[config.mk]
export PLATFORM = sky130hd
export DESIGN_NAME = ubAutobuf
export DESIGN_NICKNAME = d
export VERILOG_FILES = /design/src/rtl/ubAutobufPkg.sv /design/src/rtl/ubDatapath.sv /design/src/rtl/ubControl.sv /design/src/rtl/ubAutobuf.sv
export SDC_FILE = /design/constraint.sdc
export NUM_CORES = 1
export LEC_CHECK = 0
export ABC_AREA = 1
export BUFFER_PORTS_ARGS = -buffer_cell sky130_fd_sc_hd__buf_4
export CAP_MARGIN = 20
export CORE_MARGIN = 3
export CORE_UTILIZATION = 60
export CTS_CLUSTER_DIAMETER = 120
export DETAILED_ROUTE_END_ITERATION = 7
export PLACE_DENSITY = 0.74
export SLEW_MARGIN = 5
export SYNTH_ARGS = -nofsm -noshare
export SYNTH_HDL_FRONTEND = slang
export SYNTH_SLANG_ARGS = --single-unit
export TNS_END_PERCENT = 50
[constraint.sdc]
create_clock -name clk -period 7.65 [get_ports clk]
set_input_delay 0.3825 -clock clk [delete_from_list [all_inputs] [get_ports clk]]
set_output_delay 0.3825 -clock clk [all_outputs]
set_load 0.05 [all_outputs]
[src/rtl/ubAutobufPkg.sv]
package ubAutobufPkg;
  typedef struct packed {
    logic push;
    logic pushBit;
    logic pop;
    logic emit0;
    logic flush;
  } ctlStrobes_t;
endpackage

[src/rtl/ubDatapath.sv]
module ubDatapath
  import ubAutobufPkg::*;
#(
  parameter int DEPTH = 64,
  localparam int AW = $clog2(DEPTH)
) (
  input  logic        clk,
  input  logic        rstN,
  input  ctlStrobes_t st,
  input  logic        rxValid,
  input  logic        rxCs,
  input  logic        csCopyEn,
  output logic [AW:0] level,
  output logic        headBit,
  output logic        txUbit,
  output logic        txCs
);
  localparam logic [AW:0] FULL_L = (AW+1)'(DEPTH);

  logic [DEPTH-1:0] memBits;
  logic [AW-1:0]    wrPtr, rdPtr;
  logic             csHeld;

  assign headBit = memBits[rdPtr];
  assign txCs    = csCopyEn & csHeld;

  always_ff @(posedge clk) begin
    if (!rstN) begin
      memBits <= '0;
      wrPtr   <= '0;
      rdPtr   <= '0;
      level   <= '0;
      txUbit  <= 1'b0;
    end else if (st.flush) begin
      wrPtr  <= '0;
      rdPtr  <= '0;
      level  <= '0;
      txUbit <= 1'b0;
    end else begin
      if (st.push) begin
        memBits[wrPtr] <= st.pushBit;
        wrPtr          <= wrPtr + 1'b1;
      end
      if (st.pop) begin
        rdPtr  <= rdPtr + 1'b1;
        txUbit <= memBits[rdPtr];
      end else if (st.emit0) begin
        txUbit <= 1'b0;
      end
      case ({st.push, st.pop})
        2'b10:   level <= level + 1'b1;
        2'b01:   level <= level - 1'b1;
        default: level <= level;
      endcase
    end
  end

  always_ff @(posedge clk) begin
    if (!rstN) csHeld <= 1'b0;
    else if (rxValid && csCopyEn) csHeld <= rxCs;
  end

  // the control never writes a full FIFO
  assert_no_overflow_R11: assert property (@(posedge clk) disable iff (!rstN)
    st.push |-> level != FULL_L);
  // the control never reads an empty FIFO
  assert_no_underflow_R11: assert property (@(posedge clk) disable iff (!rstN)
    st.pop |-> level != '0);
  // an inserted zero reaches the output
  assert_emit_zero_R7: assert property (@(posedge clk) disable iff (!rstN)
    (st.emit0 && !st.pop) |=> !txUbit);
  // a flush clears the output
  assert_flush_clears_R2: assert property (@(posedge clk) disable iff (!rstN)
    st.flush |=> (!txUbit && level == '0));
endmodule

[src/rtl/ubControl.sv]
module ubControl
  import ubAutobufPkg::*;
#(
  parameter int DEPTH   = 64,
  parameter int IU_BITS = 8,
  parameter int GAP     = 8,
  parameter int LOW     = 8,
  parameter int HIGH    = 48,
  parameter int CRIT    = 56,
  localparam int AW = $clog2(DEPTH),
  localparam int CW = $clog2(IU_BITS),
  localparam int ZW = $clog2(GAP + 1)
) (
  input  logic        clk,
  input  logic        rstN,
  input  logic        ubCopyEn,
  input  logic        stuffEn,
  input  logic        rxValid,
  input  logic        rxUbit,
  input  logic        txReq,
  input  logic [AW:0] level,
  input  logic        headBit,
  output ctlStrobes_t st
);
  localparam logic [AW:0]   FULL_L  = (AW+1)'(DEPTH);
  localparam logic [AW:0]   LOW_L   = (AW+1)'(LOW);
  localparam logic [AW:0]   HIGH_L  = (AW+1)'(HIGH);
  localparam logic [AW:0]   CRIT_L  = (AW+1)'(CRIT);
  localparam logic [CW-1:0] IU_LAST = CW'(IU_BITS - 1);
  localparam logic [ZW-1:0] GAP_L   = ZW'(GAP);

  logic [CW-1:0] rxCnt, txCnt;
  logic [ZW-1:0] zeroRun;
  logic          keep;
  logic          stuffZero;

  assign stuffZero = stuffEn && (rxCnt == '0) && !rxUbit;

  always_comb begin
    st   = '0;
    keep = 1'b1;
    if (!ubCopyEn) begin
      st.flush = 1'b1;
    end else begin
      if (stuffZero) begin
        if (level >= CRIT_L)                           keep = 1'b0;
        else if (level >= HIGH_L && zeroRun >= GAP_L)  keep = 1'b0;
      end
      st.push    = rxValid && keep && (level != FULL_L);
      st.pushBit = rxUbit;
      if (txReq) begin
        if (!stuffEn) begin
          st.pop   = (level != '0);
          st.emit0 = (level == '0);
        end else if (txCnt != '0) begin
          st.pop = 1'b1;
        end else if (level < LOW_L) begin
          st.emit0 = 1'b1;
        end else begin
          st.pop = 1'b1;
        end
      end
    end
  end

  always_ff @(posedge clk) begin
    if (!rstN || !ubCopyEn || !stuffEn) begin
      rxCnt   <= '0;
      txCnt   <= '0;
      zeroRun <= '0;
    end else begin
      if (rxValid) begin
        if (rxCnt != '0) begin
          rxCnt <= rxCnt - 1'b1;
        end else if (rxUbit) begin
          rxCnt   <= IU_LAST;
          zeroRun <= '0;
        end else if (zeroRun != GAP_L) begin
          zeroRun <= zeroRun + 1'b1;
        end
      end
      if (st.pop) begin
        if (txCnt != '0)  txCnt <= txCnt - 1'b1;
        else if (headBit) txCnt <= IU_LAST;
      end
    end
  end

  // once an IU has started leaving, its remaining bits are stored
  assert_iu_whole_R6: assert property (@(posedge clk) disable iff (!rstN)
    (txCnt != '0) |-> (level >= (AW+1)'(txCnt)));
  // near full, no stuffing zero enters the FIFO
  assert_crit_drop_R9: assert property (@(posedge clk) disable iff (!rstN)
    (ubCopyEn && rxValid && stuffZero && level >= CRIT_L) |-> !st.push);
  // pop and inserted zero never coincide
  assert_pop_or_emit_R7: assert property (@(posedge clk) disable iff (!rstN)
    !(st.pop && st.emit0));
endmodule

[src/rtl/ubAutobuf.sv]
module ubAutobuf
  import ubAutobufPkg::*;
#(
  parameter int DEPTH   = 64,
  parameter int IU_BITS = 8,
  parameter int GAP     = 8,
  parameter int LOW     = 8,
  parameter int HIGH    = 48,
  parameter int CRIT    = 56
) (
  input  logic clk,
  input  logic rstN,
  input  logic ubCopyEn,
  input  logic csCopyEn,
  input  logic stuffEn,
  input  logic rxValid,
  input  logic rxUbit,
  input  logic rxCs,
  input  logic txReq,
  output logic txUbit,
  output logic txCs
);
  localparam int AW = $clog2(DEPTH);

  ctlStrobes_t st;
  logic [AW:0] level;
  logic        headBit;

  ubControl #(.DEPTH(DEPTH), .IU_BITS(IU_BITS), .GAP(GAP), .LOW(LOW),
              .HIGH(HIGH), .CRIT(CRIT)) uCtl (
    .clk(clk), .rstN(rstN), .ubCopyEn(ubCopyEn), .stuffEn(stuffEn),
    .rxValid(rxValid), .rxUbit(rxUbit), .txReq(txReq),
    .level(level), .headBit(headBit), .st(st));

  ubDatapath #(.DEPTH(DEPTH)) uDp (
    .clk(clk), .rstN(rstN), .st(st), .rxValid(rxValid), .rxCs(rxCs),
    .csCopyEn(csCopyEn), .level(level), .headBit(headBit),
    .txUbit(txUbit), .txCs(txCs));
endmodule

# After elaboration in Yosys (flattened, before gate mapping)

Cells that the tools add are included.

Output and inout port bits: 2
Register bits: 95

Order comparisons: 7
Multiplexer cells: 25
Equal/unequal tests: 4
Reductions and logical operators: 28
Bitwise gates (word level): 2
$add $sub $neg: 7

Operators by type and width:

| cell                                                 | count |
|---|---|
| bitwise mux 64 bit                                   | 1 |
| >= comparator 7 x 6 -> 1 bit (second input constant) | 2 |
| < comparator 6 x 7 -> 1 bit (second input constant)  | 2 |
| one-hot mux 7 bit (2 select lines)                   | 1 |
| adder 6 x 1 -> 6 bit (second input constant)         | 2 |
| two-way mux 1 bit                                    | 12 |
| two-way mux 3 bit                                    | 4 |
| two-way mux 4 bit                                    | 3 |
| nonzero test 2 bit                                   | 5 |
| AND reduction 2 bit                                  | 4 |
| adder 7 x 1 -> 7 bit (second input constant)         | 1 |
| logical AND 1 bit                                    | 7 |
| zero test 7 bit                                      | 1 |
| < comparator 7 x 4 -> 1 bit (second input constant)  | 1 |
| inequality test 7 bit (second input constant)        | 1 |
| nonzero test 7 bit                                   | 1 |
| subtractor 7 x 1 -> 7 bit (second input constant)    | 1 |
| binary-select mux 1 bit (select 6 bit)               | 1 |
| demux 1 bit (select 6 bit)                           | 1 |
| >= comparator 6 x 1 -> 1 bit (second input constant) | 1 |
| nonzero test 3 bit                                   | 2 |
| subtractor 3 x 1 -> 3 bit (second input constant)    | 2 |
| adder 4 x 1 -> 4 bit (second input constant)         | 1 |
| >= comparator 4 bit (second input constant)          | 1 |
| other kinds (10)                                     | 15 |

# Longest topological paths before layout

Gate-level depths: netlist of run 1.

Depth in word-level cells: 11
Depth in mapped cells: 20

# Cells and area by module

From an unflattened synthesis of run 1, not the netlist that was laid out.

Cell total of the unflattened synthesis: 769
Area, all modules: 5188.7 µm²

Modules (own cells, without submodules):

| module     | instances | cells an instance | area an instance (µm²) |
|---|---|---|---|
| ubDatapath | 1         | 657               | 4469.3 |
| ubControl  | 1         | 112               | 719.4 |

# Least setup slack after synthesis of run 1

OpenSTA, ideal clock, no wires.

Path type: register to register
From: reg uCtl.txCnt[0]
To: reg uDp.level[5]
Arrival: 2728 ps
Path slack: 4806 ps
Path buffers: 0
Data required time: 7535 ps
Cell stages (with the launch flop): 18
Cell sequence: dfxtp_1 -> inv_1 -> ha_1 -> ha_1 -> inv_1 -> o21ai_0 -> nand3_1 -> nand2_1 -> clkinv_1 -> ha_1 -> ha_1 -> a21oi_1 -> nand2_1 -> a21oi_1 -> o21ai_0 -> xor2_1 -> o21ai_0 -> inv_1

RTL lines:

| element                  | RTL line         | source |
|---|---|---|
| start: declaration       | ubControl.sv:32  | `logic [CW-1:0] rxCnt, txCnt;` |
| start signal: assignment | ubControl.sv:83  | `if (txCnt != '0) txCnt <= txCnt - 1'b1;` |
| end signal: assignment   | ubDatapath.sv:51 | `2'b10: level <= level + 1'b1;` |
| end signal: assignment   | ubDatapath.sv:52 | `2'b01: level <= level - 1'b1;` |
| end signal: assignment   | ubDatapath.sv:53 | `default: level <= level;` |
| end: declaration         | ubDatapath.sv:13 | `output logic [AW:0] level,` |

# Final worst setup path of run 1

From: reg uCtl.rxCnt[0]
To: reg uDp.level[6]

Longest elaborated chain between the ends: 10

RTL lines:

| element                                                                  | RTL line         | source |
|---|---|---|
| start: declaration                                                       | ubControl.sv:32  |  |
| start signal: assignment                                                 | ubControl.sv:74  | `rxCnt <= rxCnt - 1'b1;` |
| zero test 3 bit *                                                        | ubControl.sv:37  | `assign stuffZero = stuffEn && (rxCnt == '0) && !rxUbit;` |
| logical AND 1 bit * (2 in a row)                                         | ubControl.sv:37  |  |
| two-way mux 1 bit *                                                      | ubControl.sv:45  | `if (stuffZero) begin` |
| two-way mux 1 bit *                                                      | ubControl.sv:42  | `if (!ubCopyEn) begin` |
| logical AND 1 bit * (2 in a row)                                         | ubControl.sv:49  | `st.push = rxValid && keep && (level != FULL_L);` |
| two-way mux 4 bit *                                                      | ubControl.sv:42  |  |
| equality test 2 x 1 -> 1 bit or equality test 2 bit (tied branches)      | ubDatapath.sv:50 | `case ({st.push, st.pop})` |
| one-hot mux 7 bit (2 select lines) or nonzero test 2 bit (tied branches) | -                |  |

Mark *: on every way between the ends. The rest lies on a longest branch, timed or not. The select of a mux whose other input is x is not followed.
A chain may end at the register's enable or synchronous reset.

==> results of run 1 <==
[registers in the layout, indices dropped and copies added, names as in the netlist]
name	count
uDp.rdPtr	6
uDp.txUbit	1
uCtl.txCnt	3
uDp.wrPtr	6
uDp.memBits	64
uCtl.zeroRun	4
uCtl.rxCnt	3
uDp.csHeld	1
uDp.level	7
[cells in the mapped netlist, types with 4 or more instances]
cell type / count / share of area [%]
nand3_1: 104 / 9.8
dfxtp_1: 95 / 36
ha_1: 14 / 3.3
nor3_1: 18 / 1.7
o21ai_0: 33 / 3.1
nor2_1: 61 / 4.3
xor2_1: 7 / 1.1
buf_4: 12 / 1.7
inv_1: 77 / 5.4
nor2_2: 5 / 0.59
inv_2: 4 / 0.28
a21oi_1: 84 / 7.9
clkbuf_1: 13 / 0.92
buf_2: 6 / 0.56
nand2_1: 219 / 15
nor4_1: 13 / 1.5
buf_6: 8 / 1.7
[area by class of cell]
cell class              instances  area share (%)
inverters                      86           5.969
clock inverters                 5          0.6152
multi-input cells             585           51.56
clock buffers                  11           2.575
flip-flops and latches         95           34.63
well taps                     105           2.392
repair buffers                 16           2.256
[layer usage]
metal	vias up	share of wire, %	GRT usage, %
li1	2599	-	-
met1	2365	46	39.76
met2	189	44	42.71
met3	19	8.0	5.907
met4	0	1.7	9.119
met5	-	0	0
[through the flow]
stage	instances	cell area [µm²]
CTS	900	5465
finish	903	5492
floorplan	808	5331
global route	903	5492
detailed placement	884	5290
global placement	884	5290
[worst paths after layout]
path              slack, ns                          from                      endpoint  depth (start not counted)
setup reg to reg       4.15    uCtl.rxCnt[0]$_SDFFE_PP0P_     uDp.level[6]$_SDFFE_PN0P_                         18
hold / removal         0.27                          rxCs       uDp.csHeld$_SDFFE_PN0P_                          3
hold reg to reg        0.45  uDp.memBits[57]$_SDFFE_PN0P_  uDp.memBits[57]$_SDFFE_PN0P_                          2
setup / recovery       4.15    uCtl.rxCnt[0]$_SDFFE_PP0P_     uDp.level[6]$_SDFFE_PN0P_                         18
[cell families after synthesis]
group,after synthesis
simple gates,432
fa+ha+maj,15
xor+xnor,8
flops,95
compound gates,130
buf+inv,128
[layout by cell type (no fill, tap or decap), drive strengths merged]
cell      synthesis  final
nor4             13     13
nand4             3      3
clkinv            3      6
nand3           107    107
nand2           221    221
nor3             19     19
nor2             68     68
buf              29     15
a31oi             1      1
o211ai            2      2
fa                1      1
inv              83     83
o21ai            36     36
a211oi            3      3
dfxtp            95     95
and3              1      1
xnor2             1      1
ha               14     14
a21oi            86     86
xor2              7      7
clkinvlp          0      2
o211a             1      1
o21a              1      1
clkbuf           13     12
[where the power goes]
| part | internal [mW] | total (mW) | switching (mW) | leakage [nW] |
|---|---|---|---|---|
| clock network | 0.127 | 0.312 | 0.185 | 0.0853 |
| registers | 0.497 | 0.501 | 0.00359 | 0.766 |
| logic | 0.0177 | 0.0690 | 0.0513 | 1.15 |
[critical path, cell delays in order (launching register included)]
cell and delay (ns):
dfxtp_1 0.31, inv_1 0.11, ha_1 0.17, inv_1 0.06
nor2_2 0.12, inv_1 0.08, nor2_2 0.11, o211ai_1 0.11
nand2_2 0.60, ha_1 0.49, ha_1 0.34, a21oi_1 0.16
nand2_1 0.10, nand2_1 0.07, nand2_1 0.05, a21oi_1 0.17
xor2_1 0.19, nand2_1 0.08, a21oi_1 0.12
==> impl_summary.md, run 1 <==
Critical path
The critical path class is register to register. For the worst setup path, the data arrival time is 3.80 ns. In this run the worst path has a maximum fanout of 41. The type of origin of the critical path is a register. STA puts the critical path data required time at around 8.0 ns.

The worst setup path is captured at a register.

Die
The die is between 100 and 150 µm wide. The area enclosed by the die boundary is roughly 10,000 µm². The die is between 100 and 150 µm tall. The initial utilization of the core area, before any placement, comes to ~63%. The number of primary I/O pins is 11. The floorplan step defined a core boundary enclosing 8423 µm². The row count is 33.

Route
The first detailed-routing pass ran for 5 iterations. Using the TritonRoute via totals, the vias-per-cell ratio works out to roughly 5.7. For this block, the via count after detailed routing is a little over 5,000. The routed length per placed instance is 15.22 µm. Once detail routing completed, the nets flagged for antenna violations numbered 0. The routed wire length is 13,740 µm. The DRC marker count from the first detailed-route iteration is around 400. After detailed routing, the number of remaining DRC violations is 0.

Synth
In the synthesized netlist the async set-or-reset flop fraction comes to 0%. For this run, the register share of the synthesized area comes to a little over a third. The Yosys step of the flow raised 0 warnings.

The net count after synthesis is 832. The mapped netlist covers approximately 5300 µm². The fraction of the mapped netlist area in compound gates is 12.84%. The combinational family with the most area after synthesis is simple AND/OR/NAND/NOR gates. The number of synthesized flops with an enable pin is 0. After synthesis the netlist holds a flip-flop and latch count of 95.

The adder and majority cell fraction of the synthesized area is between 3 and 4%. Among all flip-flop cells after synthesis, the most frequent one is dfxtp_1. Summing the areas of all xor and xnor instances in the mapped netlist gives about 1.3% of the synthesized area. Each instance of the synthesized netlist takes up on average 6.598 µm². In this run, distinct cell masters in the synthesized netlist total 37. Counting every instance in the synthesized netlist gives about 800. After Yosys synthesis, and, or, nand and nor cells account for between 30% and 40% of the synthesized area. The portion of netlist area occupied by mux cells is 0%.

Power
The design draws a little under 0.9 mW. For this design the static power due to leakage is between 2 and 2.5 nW. The power density over cell area is 160.6 nW/µm². The maximum resistive drop on vdd is about 0.000091 V.

Final layout
In the final design database the tool counted approximately 820 nets. The post-synthesis to final-layout area growth is 3.004%. The repair_antennas step left the layout with diodes totalling 0. The final standard cell utilization of the core is between 60% and 70%. The fraction of layout cells with a size suffix above 1 is under 10%. The fill cell instance count of the final layout is between 700 and 800. Across the whole layout, storage elements account for around 1900 µm². In the final layout, the multi-input gates occupy approximately 2800 µm².

Timing
The final-report hold violation count is 0. Setup violations remaining at the end of the flow were counted as 0. The worst setup slack after layout is slightly above 4 ns. For the pin with the worst max-slew slack, the measured transition is around 1.1 ns. The worst relative slew slack is 29.02%. The worst hold margin is 0.2703 ns. The peak clock frequency supported by timing is 0.2857 GHz.

The clock period minus final worst setup slack is ~3.5 ns. Clock skew on the completed layout was measured at 0.01072 ns. The final period utilization is between 40 and 50%. In the final timing run, aggregate negative setup slack is 0 ns. Setup repair after global routing left no endpoint under its margin. The max-slew violation count is 0.

Global routing
The maximum number of pins on one net before global-route repair is 56. The total overflow left after global routing is 0. The number of antenna violations at the first check in global routing came to 0. The global-route wire length before repair is between 20,000 and 25,000 µm. The number of global-route vias before repair is approximately 4,700. The global routing usage summed across all routing layers is between 20% and 30%.

Clocking
The number of hold buffers added after CTS was 0. The level count of the clock H-tree is 3. The CTS tree is yes.

The post-CTS setup buffer count is 0. TritonCTS created 9 clock buffers. Post-CTS repair changed the size of 0 cells.

The cell sitting at the root of the clock tree is a clkbuf_8. For the worst-skew pair, the clock arrives at the later sink with an insertion delay of between 0.3 and 0.4 ns. Clock-pin slew was measured on the worst setup and hold paths at roughly 0.1 ns. The total number of clock tree sinks is 95. The longest clock path from root to sink contains 2 buffers.

Place
The routability-driven placement congestion ratio is roughly 0.90. The count of buffers added on input and output ports is 10. The placement-stage worst setup slack is ~4.2 ns.

The estimated wirelength of the detail-placed design is 8962 µm.

Run
Max-cap violations in this run came to 0.

Run status
The run finished with clean final reports.

Hold path
In this run the worst hold path is classified as primary input to register.
No activity file was read; power rests on OpenSTA's default activity.
==> run 2, diff against run 1 <==
--- a/config.mk
+++ b/config.mk
@@ -5,7 +5,7 @@
 export SDC_FILE = /design/constraint.sdc
 export NUM_CORES = 1
 export LEC_CHECK = 0
-export ABC_AREA = 1
+export ABC_AREA = 0
 export BUFFER_PORTS_ARGS = -buffer_cell sky130_fd_sc_hd__buf_4
 export CAP_MARGIN = 20
 export CORE_MARGIN = 3
==> constraint.sdc (replaced) <==
create_clock -name clk -period 3.65 [get_ports clk]
set_input_delay 0.1825 -clock clk [delete_from_list [all_inputs] [get_ports clk]]
set_output_delay 0.1825 -clock clk [all_outputs]
set_load 0.05 [all_outputs]
==> impl_summary.md, run 2 <==
Critical path
The data arrival time of the critical path is 3.63 ns (-0.17 ns). The worst setup path is captured at a register. The source of the worst register-to-register timing path is uCtl.rxCnt[0]$_SDFFE_PP0P_. STA classifies the critical path startpoint as a register. The setup path with the least slack is of type register to register.

The critical path required time is 3.93 ns (-4.02 ns). The timing startpoint of the critical path is uCtl.rxCnt[0]$_SDFFE_PP0P_. The largest driver fanout on the critical path is 7 (-83%).

Clocking
TritonCTS built the clock tree. The later-pin clock latency in the skew report is 0.37 ns (about the same). The clock-pin slew on the worst setup and hold paths is 0.09 ns (about the same). The number of buffers inserted by hold repair at cts was 0 (unchanged). The level count of the clock H-tree is 3 (unchanged). The total number of clock tree sinks was 95 (unchanged). The post-cts gate resize count is 0 (unchanged). The buffer type at the clock tree root is clkbuf_8.

The number of buffers created by CTS is 9 (unchanged). The worst-case clock buffer depth is 2 (unchanged). The post-CTS setup buffer count is 0 (unchanged).

Timing
The worst relative slew slack came to 28.45% (-0.57 points). The final setup TNS is 0 ns (unchanged). The peak clock frequency supported by timing was 0.2991 GHz (+4.7%). Setup repair after global routing left no endpoint under its margin.

The clock period minus final worst setup slack is 3.343 ns (-0.1566 ns). The final period utilization is 91.59% (+46 points). The max-slew violation count is 0 (unchanged).

The total of endpoints with negative setup slack in the final report is 0 (unchanged). The transition time at the pin with the least slew margin is 1.073 ns (+0.01250 ns). The post-route clock skew is 0.009883 ns (-0.0008335 ns). The final-report hold violation count was 0 (unchanged).

Synth
The number of synthesized flops with an enable pin came to 0 (unchanged). The number of warnings printed during yosys synthesis was 0 (unchanged). The share of the yosys chip area belonging to registers is 37.46% (+1.8 points).

In the synthesized netlist the dominant register cell turns out to be dfxtp_1. The post-synthesis instance area came to 5077 µm² (-4.8%). The number of register bits inferred by synthesis came to 95 (unchanged). The net count after synthesis is 645 (-22%). The per-instance average area after synthesis is 8.176 µm² (+24%). Yosys attributes the largest share of cell area to dfxtp_1 (37%), a21boi_0 (9.0%), o21ai_0 (7.0%), nor2_1 (6.7%), nand2_1 (5.9%). The most repeated cell in the gate-level netlist after synthesis is dfxtp_1. Counting instances in the post-synthesis netlist gives the leading cell types as dfxtp_1 (95), nor2_1 (91), nand2_1 (80). The biggest area contributor in the post-synthesis netlist is dfxtp_1. The count of distinct cell types in the synthesized netlist is 52 (+41%). The fraction of synthesized cell area taken by the top area cell type is 37.46% (+1.8 points).

The async set-or-reset flop fraction in the synthesized netlist is 0% (unchanged). The number of instances in the synthesized netlist was 621 (-23%).

Final layout
Leaving out fill and tap cells, the most frequent cells in the layout are dfxtp_1 (95), nor2_1 (91), nand2_1 (80). The final standard cell utilization of the core is 66.46% (+1.3 points). The largest registers in the layout are uDp.memBits: 64 flops, uDp.level: 7 flops. The fraction of layout cells with a size suffix above 1 is 10.13% (+3.5 points). The library cell used most frequently in the layout, excluding fill and tap cells, is dfxtp_1. The register ranked first by flip-flop count is uDp.memBits. The post-synthesis to final-layout area growth is 4.288%. The number of nets in the finished design is 621 (-24%). The number of diodes added for antenna fixing is 0 (unchanged). The cell area after layout is 5295 µm² (-3.6%). The fill cell instance count of the final layout is 660 (-14%). The flip-flop count of the largest register, all copies and words added is 64 (unchanged).

Global routing
The aggregate global routing overflow was 0 (unchanged). The global-route wire length before repair is 18,930 µm (-16%). The maximum number of pins on one net before global-route repair is 68 (+21%). The global routing usage summed across all routing layers came to 24.00% (-4.1 points). The number of global-route vias before repair is 3,906 (-17%). The number of antenna violations at the first check in global routing is 0 (unchanged).

Route
The routed wire length was 11,270 µm (-18%). The DRC marker count from the first detailed-route iteration came to 173 (-57%). The first-pass iteration count of the detailed router is 5 (unchanged). The via density per instance is 5.953 (+3.9%). The post-detailed-route DRC marker count is 0 (unchanged).

The routed length per placed instance was 16.01 µm (+5.2%). The via count of the routed design was 4,191 (-19%). The remaining antenna violation count is 0 (unchanged).

Die
The chip width is 97.99 µm (-2.3%). The die extent in y came to 97.99 µm (-2.3%). The number of primary I/O pins was 11 (unchanged). The starting density of the core is 63.72% (+0.43 points). The area enclosed by the die boundary came to 9602 µm² (-4.5%). The row count is 32 (-3.0%). The core outline area is 7968 µm² (-5.4%).

Power
The static power due to leakage is 1.725 nW (-14%). The total power after layout is 1.843 mW (+110%). The maximum resistive drop on vdd is 0.0002363 V (+160%).

The power density over cell area is 348.1 nW/µm² (+120%).

Run
The number of max-capacitance violations reported is 0 (unchanged).

Hold path
In this run the worst hold path is classified as primary input to register. The worst hold path begins at rxValid.

Place
The number of buffers inserted by port buffering is 10 (unchanged). The total placed instance area is 5096 µm² (-3.7%). The routability-driven placement congestion ratio is 0.8243 (-8.9%).

The estimated wirelength of the detail-placed design came to 7324 µm (-18%).

Run status
The flow ran to the end, and the final reports show no timing, DRC or antenna violations.
[run 2: cell types whose count changed after synthesis, moves of 13 or more]
| cell | change |
|---|---|
| nand2_1 | -139 |
| nand3_1 | -95 |
| inv_1 | -66 |
| a21oi_1 | -64 |
| a21boi_0 | +61 |
| o21ai_0 | +38 |
| nor2_1 | +30 |
| clkbuf_1 | +28 |
| nor3_1 | -13 |
[run 2: final timing paths]
kind                           endpoint  slack, ns  depth (start not counted)
min          uCtl.rxCnt[1]$_SDFFE_PP0P_       0.09                          2
max           uDp.level[6]$_SDFFE_PN0P_       0.31                         15
min reg2reg     uDp.csHeld$_SDFFE_PN0P_       0.47                          2
max reg2reg   uDp.level[6]$_SDFFE_PN0P_       0.31                         15
[run 2: power breakdown]
part / switching (mW) / internal (mW) / total [mW]
clock network: 0.366 / 0.334 / 0.700
registers: 0.00511 / 1.04 / 1.04
logic: 0.0607 / 0.0378 / 0.0985
total: 0.432 / 1.41 / 1.84
[run 2: per-stage QoR]
step / worst slack (ns) / cells / hold WS (ns)
6_report: 0.3069 / 704 / 0.08679
5_1_grt: 0.02376 / 704 / 0.09489
4_1_cts: 0.3407 / 704 / 0.07433
3_5_place_dp: 0.3739 / 688 / 0.4610
3_3_place_gp: 0.4843 / 688 / 0.4480
2_1_floorplan: 0.5515 / 621 / 0.3386
[run 2: critical path: stages, from the launching register on]
cell and delay, ns:
dfxtp_1 0.33, inv_1 0.09, ha_1 0.20, nor3b_1 0.28, o211ai_1 0.13, and4_1 0.25, inv_4 0.08, ha_1 0.35
ha_1 0.33, a21o_1 0.17, a21oi_1 0.22, o21bai_1 0.09, a21oi_1 0.19, xor2_1 0.10, or3_1 0.31, a21oi_1 0.13
[run 2: per-layer routing]
metal	track usage [%]	routed length, µm
met3	3.143	443
met5	0	0
met4	8.094	181
met2	38.90	5273
met1	33.12	5369
[run 2: cell families (layout without fill, tap and decap cells)]
kind of cell             count (synthesis)  in the layout  synth area share, %
buffers and inverters                   67             48                6.062
AND/OR/NAND/NOR                        224            224                19.81
flip-flops                              95             95                37.46
multiplexers                            27             27                8.181
AO/OA/AOI/OAI                          179            179                22.23
adder cells (fa/ha/maj)                 15             15                3.844
XOR/XNOR                                14             14                2.415
[run 2: area by class of cell]
class / count / area, µm² / share of cell area [%]
Multi-Input combinational cell: 459 / 2869 / 54.18
Sequential cell: 95 / 1902 / 35.92
Timing Repair Buffer: 20 / 150.1 / 2.836
Clock buffer: 11 / 141.4 / 2.670
Tap cell: 102 / 127.6 / 2.410
Clock inverter: 5 / 57.56 / 1.087
Inverter: 12 / 47.55 / 0.8979
==> run 3, diff against run 2 <==
--- a/config.mk
+++ b/config.mk
@@ -13,6 +13,7 @@
 export CTS_CLUSTER_DIAMETER = 120
 export DETAILED_ROUTE_END_ITERATION = 7
 export PLACE_DENSITY = 0.74
+export RECOVER_POWER = 25
 export SLEW_MARGIN = 5
 export SYNTH_ARGS = -nofsm -noshare
 export SYNTH_HDL_FRONTEND = slang
==> impl_summary.md, run 3 (synthesized netlist as in run 2, its figures left out) <==
Critical path
The count of cells along the worst register-to-register path was 15 (unchanged). The signal on the critical path passes through inv_1 > ha_1 > nor3b_1 > o211ai_1 > and4_1 > inv_4 > ha_1 > ha_1 > a21o_1 > a21oi_1 > o21bai_1 > a21oi_1 > xor2_1 > or3_1 > a21oi_1. The worst stage delay on the critical path is 0.35 ns (about the same). The critical path required time is 3.93 ns (about the same). The type of origin of the critical path is a register.

The cell type of the slowest stage on the worst timing path is ha_1. The endpoint identified for the worst register-to-register timing path is uDp.level[6]$_SDFFE_PN0P_. The largest driver fanout on the critical path is 7 (unchanged).

STA classifies the critical path endpoint as a register. The flop-to-flop setup slack came to 0.31 ns (about the same). By startpoint and endpoint, the worst setup path is classified as register to register. In this run the critical register-to-register path is launched from uCtl.rxCnt[0]$_SDFFE_PP0P_. The data arrival time of the critical path is 3.63 ns (about the same).

Hold path
In this run the most critical hold path is launched from rxValid. The worst hold path stage count came to 2 (unchanged). The path with the worst hold slack has its endpoint at uCtl.rxCnt[1]$_SDFFE_PP0P_.

The classification of the worst-slack hold path is primary input to register.

Global routing
The number of global-route vias before repair was 3,906 (unchanged). The maximum number of pins on one net before global-route repair is 68 (unchanged). The number of antenna violations at the first check in global routing is 0 (unchanged). The global-route wire length before repair is 18,930 µm (unchanged). The aggregate global routing overflow was 0 (unchanged).

The global routing usage summed across all routing layers is 24.00% (unchanged).

Clocking
The number of buffers created by CTS came to 9 (unchanged). The total number of clock tree sinks is 95 (unchanged). The buffer type at the clock tree root is clkbuf_8. The post-CTS setup buffer count is 0 (unchanged). The CTS tree is yes. The worst-case clock buffer depth is 2 (unchanged). The level count of the clock H-tree came to 3 (unchanged). The later-pin clock latency in the skew report came to 0.36 ns (about the same). The post-cts gate resize count was 0 (unchanged).

The clock-pin slew on the worst setup and hold paths is 0.09 ns (about the same). The number of buffers inserted by hold repair at cts is 0 (unchanged).

Place
The number of buffers inserted by port buffering is 10 (unchanged). The number of placed instances with taps included is 688 (unchanged). The placement-stage worst setup slack is 0.3739 ns (unchanged). The total placed instance area is 5096 µm² (unchanged). The estimated wirelength of the detail-placed design is 7324 µm (unchanged).

The routability-driven placement congestion ratio was 0.8243 (unchanged).

Final layout
The final cell count without fillers is 704 (unchanged). In the layout the commonest cells are dfxtp_1 (95), nor2_1 (91), nand2_1 (80). The fraction of layout cells with a size suffix above 1 is 9.136% (-1.0 points). Ranked by flip-flop count, first place goes to uDp.memBits. The largest registers in the layout are uDp.memBits: 64 flops, uDp.level: 7 flops. The cell area after layout was 5273 µm² (-0.43%).

The library cell used most frequently in the layout, excluding fill and tap cells, is dfxtp_1. The number of diodes added for antenna fixing is 0 (unchanged). The flip-flop count of the largest register, all copies and words added is 64 (unchanged). The post-synthesis to final-layout area growth is 3.844%. The number of nets in the finished design is 621 (unchanged).

Route
The routed wire length is 11,270 µm (about the same). The via count of the routed design is 4,144 (-1.1%). The post-detailed-route DRC marker count is 0 (unchanged). The DRC marker count from the first detailed-route iteration was 181 (+4.6%). The remaining antenna violation count came to 0 (unchanged). The via density per instance came to 5.886 (-1.1%).

The routed length per placed instance is 16.00 µm (about the same). The first-pass iteration count of the detailed router is 5 (unchanged).

Run
The number of max-capacitance violations reported came to 0 (unchanged).

Timing
The peak clock frequency supported by timing came to 0.2991 GHz (about the same). The worst setup slack after layout was 0.3064 ns (-0.0005380 ns). The total of endpoints with negative setup slack in the final report is 0 (unchanged).

Setup repair after global routing left no endpoint under its margin. The final period utilization is 91.61% (about the same). The worst relative slew slack is 28.42% (-0.030 points). The post-route clock skew is 0.009436 ns (-0.0004469 ns). The clock period minus final worst setup slack is 3.344 ns (+0.0005380 ns). The final setup TNS is 0 ns (unchanged). The max-slew violation count came to 0 (unchanged).

The transition time at the pin with the least slew margin is 1.074 ns (+0.0004569 ns). The final-report hold violation count is 0 (unchanged).

Die
The area enclosed by the die boundary was 9602 µm² (unchanged). The chip width is 97.99 µm (unchanged). The die extent in y came to 97.99 µm (unchanged). The core outline area is 7968 µm² (unchanged).

The row count came to 32 (unchanged). The number of primary I/O pins is 11 (unchanged). The starting density of the core is 63.72% (unchanged).

Power
The static power due to leakage is 1.702 nW (-1.3%). The maximum resistive drop on vdd came to 0.0002383 V (+0.84%). The power density over cell area is 349.2 nW/µm² (+0.32%).

Run status
The flow ran to the end, and the final reports show no timing, DRC or antenna violations.
## run 3: worst max-delay path by stage
stage                               startpoint                   endpoint  cells after the start
floorplan            uDp.level[0]$_SDFFE_PN0P_  uDp.level[6]$_SDFFE_PN0P_                     12
global placement    uCtl.rxCnt[0]$_SDFFE_PP0P_  uDp.level[6]$_SDFFE_PN0P_                     15
detailed placement  uCtl.rxCnt[0]$_SDFFE_PP0P_  uDp.level[6]$_SDFFE_PN0P_                     15
CTS                 uCtl.rxCnt[0]$_SDFFE_PP0P_  uDp.level[6]$_SDFFE_PN0P_                     15
global route        uCtl.rxCnt[0]$_SDFFE_PP0P_  uDp.level[6]$_SDFFE_PN0P_                     15
finish              uCtl.rxCnt[0]$_SDFFE_PP0P_  uDp.level[6]$_SDFFE_PN0P_                     15
## run 3: per-stage QoR
step / utilization, % / hold WS [ns] / power, mW
floorplan: - / 0.3386 / 1.145
global placement: 63.96 / 0.4480 / 1.165
detailed placement: 63.96 / 0.4610 / 1.167
CTS: 66.46 / 0.07433 / 1.855
global route: 66.17 / 0.09489 / 1.907
finish: 66.17 / 0.08988 / 1.841
## run 3: layout make-up
cell class / count / area, µm²
fillers: 672 / 2695
multi-input cells: 459 / 2869
flip-flops and latches: 95 / 1902
clock buffers: 11 / 141.4
well taps: 102 / 127.6
repair buffers: 20 / 127.6
clock inverters: 5 / 57.56
inverters: 12 / 47.55
## run 3: worst max-delay path, delay by kind of cell, from the launching register on
kind	cells	cell delay, ns
compound gates	6	0.92
fa+ha+maj	3	0.89
flops	1	0.33
simple gates	3	0.85
xor+xnor	1	0.10
buf+inv	2	0.17
## run 3: metal layers
layer / GRT usage [%] / vias up / part of all wire [%]
met1: 33.12 / 1973 / 48
met5: 0 / - / 0
li1: - / 2090 / -
met3: 3.143 / 14 / 3.4
met2: 38.90 / 67 / 47
met4: 8.094 / 0 / 1.7
## run 3: power by group
group / switching (mW) / total, mW / internal, mW
sequential: 0.00515 / 1.04 / 1.04
clock: 0.365 / 0.700 / 0.334
combinational: 0.0608 / 0.0973 / 0.0366
total: 0.431 / 1.84 / 1.41
